`src/rtl/crbus_pkg.sv`:
```
package crbus_pkg;
  localparam int NUM_STB = 4;

  typedef enum logic [1:0] {
    PH_ADDR  = 2'd0,
    PH_DATA  = 2'd1,
    PH_WRITE = 2'd2,
    PH_READ  = 2'd3
  } phase_e;

  typedef enum logic [1:0] {
    ST_IDLE    = 2'd0,
    ST_SETUP   = 2'd1,
    ST_ASSERT  = 2'd2,
    ST_RELEASE = 2'd3
  } state_e;
endpackage

```
`src/rtl/crbus_wait_timer.sv`:
```
module crbus_wait_timer #(
  parameter int TMO_W = 16
) (
  input  logic             clk,
  input  logic             rst,
  input  logic             run,
  input  logic             restart,
  input  logic [TMO_W-1:0] limit,
  output logic             expired
);
  localparam logic [TMO_W-1:0] CNT_MAX = {TMO_W{1'b1}};

  logic [TMO_W-1:0] cnt_q;

  always_ff @(posedge clk) begin
    if (rst || !run || restart) begin
      cnt_q <= '0;
    end else if (cnt_q != CNT_MAX) begin
      cnt_q <= cnt_q + TMO_W'(1);
    end
  end

  // cnt_q holds the number of completed wait cycles; the wait fails on cycle L
  assign expired = run && (limit != '0) && (cnt_q == limit - TMO_W'(1));
endmodule

```
`src/rtl/crbus_strobe_dec.sv`:
```
module crbus_strobe_dec
  import crbus_pkg::*;
(
  input  logic               on,
  input  phase_e             phase,
  output logic [NUM_STB-1:0] stb
);
  for (genvar i = 0; i < NUM_STB; i++) begin : g_stb
    assign stb[i] = on && (phase == phase_e'(i));
  end
endmodule

```
`src/rtl/crbus_seq.sv`:
```
module crbus_seq
  import crbus_pkg::*;
#(
  parameter int ADDR_W = 16,
  parameter int DATA_W = 16
) (
  input  logic              clk,
  input  logic              rst,
  input  logic              cmd_valid,
  input  logic              cmd_write,
  input  logic [ADDR_W-1:0] cmd_addr,
  input  logic [DATA_W-1:0] cmd_wdata,
  input  logic              ack,
  input  logic [DATA_W-1:0] dout,
  input  logic              expired,
  output logic              ready,
  output logic              stb_on,
  output phase_e            phase,
  output logic [DATA_W-1:0] din,
  output logic [DATA_W-1:0] rd_data,
  output logic              done,
  output logic              err,
  output logic              wait_run,
  output logic              wait_restart
);
  state_e            state_q;
  logic              is_wr_q;
  logic [DATA_W-1:0] wdata_q;
  logic [DATA_W-1:0] cap_q;

  assign wait_run     = (state_q == ST_ASSERT) || (state_q == ST_RELEASE);
  assign wait_restart = (state_q == ST_ASSERT) && ack;

  always_ff @(posedge clk) begin
    if (rst) begin
      state_q <= ST_IDLE;
      phase   <= PH_ADDR;
      is_wr_q <= 1'b0;
      wdata_q <= '0;
      cap_q   <= '0;
      din     <= '0;
      rd_data <= '0;
      stb_on  <= 1'b0;
      ready   <= 1'b1;
      done    <= 1'b0;
      err     <= 1'b0;
    end else begin
      done <= 1'b0;
      err  <= 1'b0;
      unique case (state_q)
        ST_IDLE: begin
          if (cmd_valid) begin
            is_wr_q <= cmd_write;
            wdata_q <= cmd_wdata;
            din     <= DATA_W'(cmd_addr);
            phase   <= PH_ADDR;
            ready   <= 1'b0;
            state_q <= ST_SETUP;
          end
        end
        ST_SETUP: begin
          stb_on  <= 1'b1;
          state_q <= ST_ASSERT;
        end
        ST_ASSERT: begin
          if (ack) begin
            stb_on <= 1'b0;
            if (phase == PH_READ) cap_q <= dout;
            state_q <= ST_RELEASE;
          end else if (expired) begin
            stb_on  <= 1'b0;
            done    <= 1'b1;
            err     <= 1'b1;
            ready   <= 1'b1;
            state_q <= ST_IDLE;
          end
        end
        ST_RELEASE: begin
          if (!ack) begin
            unique case (phase)
              PH_ADDR: begin
                if (is_wr_q) begin
                  phase <= PH_DATA;
                  din   <= wdata_q;
                end else begin
                  phase <= PH_READ;
                end
                state_q <= ST_SETUP;
              end
              PH_DATA: begin
                phase   <= PH_WRITE;
                state_q <= ST_SETUP;
              end
              PH_READ: begin
                rd_data <= cap_q;
                done    <= 1'b1;
                ready   <= 1'b1;
                state_q <= ST_IDLE;
              end
              default: begin
                done    <= 1'b1;
                ready   <= 1'b1;
                state_q <= ST_IDLE;
              end
            endcase
          end else if (expired) begin
            done    <= 1'b1;
            err     <= 1'b1;
            ready   <= 1'b1;
            state_q <= ST_IDLE;
          end
        end
        default: state_q <= ST_IDLE;
      endcase
    end
  end
endmodule

```
`src/rtl/crbus_master.sv`:
```
module crbus_master
  import crbus_pkg::*;
#(
  parameter int ADDR_W = 16,
  parameter int DATA_W = 16,
  parameter int TMO_W  = 16
) (
  input  logic              clk,
  input  logic              rst,
  input  logic              cmd_valid,
  output logic              cmd_ready,
  input  logic              cmd_write,
  input  logic [ADDR_W-1:0] cmd_addr,
  input  logic [DATA_W-1:0] cmd_wdata,
  input  logic [TMO_W-1:0]  timeout_cycles,
  output logic [DATA_W-1:0] rd_data,
  output logic              done,
  output logic              err,
  output logic [DATA_W-1:0] bus_din,
  output logic              cap_addr,
  output logic              cap_data,
  output logic              rd_stb,
  output logic              wr_stb,
  input  logic              bus_ack,
  input  logic [DATA_W-1:0] bus_dout
);
  logic               stb_on;
  phase_e             phase;
  logic               expired;
  logic               wait_run;
  logic               wait_restart;
  logic [NUM_STB-1:0] stb;

  crbus_seq #(.ADDR_W(ADDR_W), .DATA_W(DATA_W)) u_seq (
    .clk          (clk),
    .rst          (rst),
    .cmd_valid    (cmd_valid),
    .cmd_write    (cmd_write),
    .cmd_addr     (cmd_addr),
    .cmd_wdata    (cmd_wdata),
    .ack          (bus_ack),
    .dout         (bus_dout),
    .expired      (expired),
    .ready        (cmd_ready),
    .stb_on       (stb_on),
    .phase        (phase),
    .din          (bus_din),
    .rd_data      (rd_data),
    .done         (done),
    .err          (err),
    .wait_run     (wait_run),
    .wait_restart (wait_restart)
  );

  crbus_wait_timer #(.TMO_W(TMO_W)) u_timer (
    .clk     (clk),
    .rst     (rst),
    .run     (wait_run),
    .restart (wait_restart),
    .limit   (timeout_cycles),
    .expired (expired)
  );

  crbus_strobe_dec u_dec (
    .on    (stb_on),
    .phase (phase),
    .stb   (stb)
  );

  assign cap_addr = stb[PH_ADDR];
  assign cap_data = stb[PH_DATA];
  assign wr_stb   = stb[PH_WRITE];
  assign rd_stb   = stb[PH_READ];
endmodule

```
`config.mk`:
```
export PLATFORM = sky130hd
export DESIGN_NAME = crbus_master
export DESIGN_NICKNAME = d
export VERILOG_FILES = /design/src/rtl/crbus_pkg.sv /design/src/rtl/crbus_wait_timer.sv /design/src/rtl/crbus_strobe_dec.sv /design/src/rtl/crbus_seq.sv /design/src/rtl/crbus_master.sv
export SDC_FILE = /design/constraint.sdc
export NUM_CORES = 1
export LEC_CHECK = 0
export ABC_AREA = 1
export BUFFER_PORTS_ARGS = -buffer_cell sky130_fd_sc_hd__buf_2
export CORE_UTILIZATION = 50
export CTS_CLUSTER_SIZE = 20
export DETAILED_ROUTE_END_ITERATION = 10
export PLACE_DENSITY = 0.75
export SLEW_MARGIN = 0
export SYNTH_ARGS = -nofsm -noshare
export SYNTH_HDL_FRONTEND = slang
export SYNTH_HIERARCHICAL = 1
export SYNTH_SLANG_ARGS = --single-unit
export TNS_END_PERCENT = 20
```
`constraint.sdc`:
```
create_clock -name clk -period 3.1 [get_ports clk]
set_clock_uncertainty 0.2 [all_clocks]
set_input_delay 0.62 -clock clk [delete_from_list [all_inputs] [get_ports clk]]
set_output_delay 0.62 -clock clk [all_outputs]
set_load 0.03 [all_outputs]
```
==> metrics <==
outcome finished, violations left; failing checks design-rule violations; Initial Utilization 52.0%; CTS H-tree depth 3; number of post-CTS setup repair buffers 0; post-synth net total 746; initial antenna violation count 0; Final Util 60.6%; vias per std cell 5.05; CTS max path bufs 2; Sw Ratio 37.3%; Peak VDD IR 343 uV; period utilisation layout 77.7%; total CTS buffers 9; first-pass GRT wire length 18,200 um; grt total ovfl 0; # IOs 108; P per Cell Area 560 nW/um2; Max-slew headroom 59.3%; via count 4,445; chip height 97.7 um; ys flop type dfxtp_1; Worst-path clk slew 0.11 ns; Flop pwr share 45.8%; drt wl/cell 12.3 um; Synth area leaders dfxtp_1 (39%), nor2_1 (12%), nand2_1 (9.9%); worst-skew pair later-pin latency 0.36 ns; Cells after Synth 669; Power Total 2.99 mW; routability congestion estimate 0.905; Max FO, Critical Path 6; fin. max-slew vios 0; vias in the first global route 4,072; Critical Path AT 2.43 ns; area delta synth->final 16.6%; nets 844; die width 97.7 um; # setup viols final 0; IO buf count 107; Sink Count 89; Hold Path Class input pin to flip-flop; Iteration-0 DRC Markers 252; Post-synth EDFFs 0; Post-synth top cells nor2_1 (148), nand2_1 (121), dfxtp_1 (89), o21ai_0 (53), inv_1 (43); detailed placer's ending HPWL 7990 um; Synth area leader dfxtp_1; Fillers 843; Synth Warn # 6; Synth async-reset ratio 0%; Cell variety after synth 37; ratio of cells with drive above 1 in the final layout 21.6%; #FFs+latches synth 89; Worst setup EP type flip-flop; kind of critical path flip-flop to flip-flop; Tot GR Track Use 23.1%; Critical Path RT 3.12 ns; post-synthesis sequential area ratio 38.9%; Max Cap Viol 0; Least-Margin Pin Slew 0.611 ns; Total Wirelength 10,900 um; post-cts gate resize count 0; CTS root buf clkbuf_8; Routed Antenna Nets 0; largest net degree at the start of global routing 72; Fin. Hold Viols 0; # hold bufs at CTS 0; Die Area 9540 um2; top-count cell post-synth nor2_1; internal power 1.88 mW; top-area cell type share of the netlist area 38.9%; CTS tree done; RSZ-0062 raised after global routing false; setup TNS 0 ns; fin crit period 2.41 ns; Site Rows 34; critical path startpoint category flip-flop; CORE AREA 8810 um2; area of the mapped netlist 4580 um2; switching power total 1.12 mW; Syn Area/Cell 6.84 um2; DRC viols 10; antenna diode count 0; Gate power share 29.0%; maximum clock frequency 0.415 GHz; leakage 2.63 nW; clock network power share 25.2%; drt pass-1 iters 8
critical path, stage by stage (launching register included):
cell and delay (ns):
dfxtp_1 0.37, inv_1 0.14, ha_1 0.23, nor2_1 0.05
inv_1 0.09, nand3_1 0.09, nor2_1 0.11, nand2_1 0.06
nor2_1 0.11, nand3_1 0.09, nor2_1 0.09, nand3_1 0.07
nor2_1 0.26, a21oi_1 0.10, nor2_1 0.11, a31oi_1 0.08
cells by family (layout without fill, tap and decap cells):
logic type      after synthesis  after routing  synth area share (%)
compound gates              120            120                  14.4
simple gates                355            355                  34.1
buf+inv                      81            184                  7.38
xor+xnor                     16             16                  3.06
flops                        89             89                  38.9
fa+ha+maj                     8              8                  2.19
power by group through the flow:
stage          clock network [mW]  registers [mW]  logic (mW)
2_1_floorplan                   0            1.52       0.518
3_3_place_gp                    0            1.39       0.842
3_5_place_dp                    0            1.40       0.866
4_1_cts                     0.773            1.37       0.867
5_1_grt                     0.822            1.39       0.977
6_report                    0.754            1.37       0.867
worst paths after layout:
check,cells after the start,from,end,slack (ns)
max reg2reg,15,u_seq/state_q[0],u_seq/state_q[1],0.69
min reg2reg,2,u_seq/din[13],u_seq/din[13],0.28
max,15,u_seq/state_q[0],u_seq/state_q[1],0.69
min,3,bus_dout[15],u_seq/cap_q[15],0.27
layout by cell type (no fill, tap or decap), drive strengths merged, types with 10 or more instances in the layout:
cell / Yosys / final
a21boi: 16 / 16
a21oi: 29 / 29
buf: 15 / 111
clkbuf: 9 / 10
dfxtp: 89 / 89
inv: 54 / 58
nand2: 126 / 126
nand3: 42 / 42
nor2: 161 / 161
o21ai: 67 / 67
xor2: 12 / 12
per-layer routing:
layer | up-vias | routed length [um] | track usage (%) | share of wire (%)
met5 | - | 0 | 0 | 0
met1 | 1947 | 5230 | 31.5 | 48
met2 | 130 | 4730 | 35.5 | 44
met3 | 19 | 657 | 5.76 | 6.0
met4 | 0 | 240 | 8.16 | 2.2
li1 | 2349 | - | - | -
state kept, by name, summed over array words and instances, names as in the netlist:
| signal | cells |
|---|---|
| u_seq/cap_q | 16 |
| u_seq/din | 16 |
| u_seq/state_q | 2 |
| u_seq/rd_data | 16 |
| u_seq/wdata_q | 16 |
| u_seq/is_wr_q | 1 |
| u_seq/done | 1 |
| u_seq/err | 1 |
| u_timer/cnt_q | 16 |
| u_seq/stb_on | 1 |
| u_seq/phase | 2 |
| u_seq/ready | 1 |
area by class of cell:
| class | count | area, um2 | area share [%] |
|---|---|---|---|
| Sequential cell | 89 | 1780 | 33.4 |
| Inverter | 57 | 214 | 4.01 |
| Multi-Input combinational cell | 499 | 2460 | 46.0 |
| Clock buffer | 10 | 128 | 2.39 |
| Timing Repair Buffer | 111 | 566 | 10.6 |
| Clock inverter | 6 | 57.6 | 1.08 |
| Tap cell | 108 | 135 | 2.53 |
per-stage QoR:
step / cell area [um2] / hold slack, ns / std cells / setup slack (ns)
finish: 5340 / 0.274 / 880 / 0.690
global route: 5340 / 0.264 / 880 / 0.457
CTS: 5340 / 0.265 / 880 / 0.713
detailed placement: 5150 / 0.262 / 864 / 0.379
global placement: 5150 / 0.258 / 864 / 0.457
floorplan: 4580 / 0.249 / 669 / 0.818
Note: power is estimated with default switching activity, not from simulation.
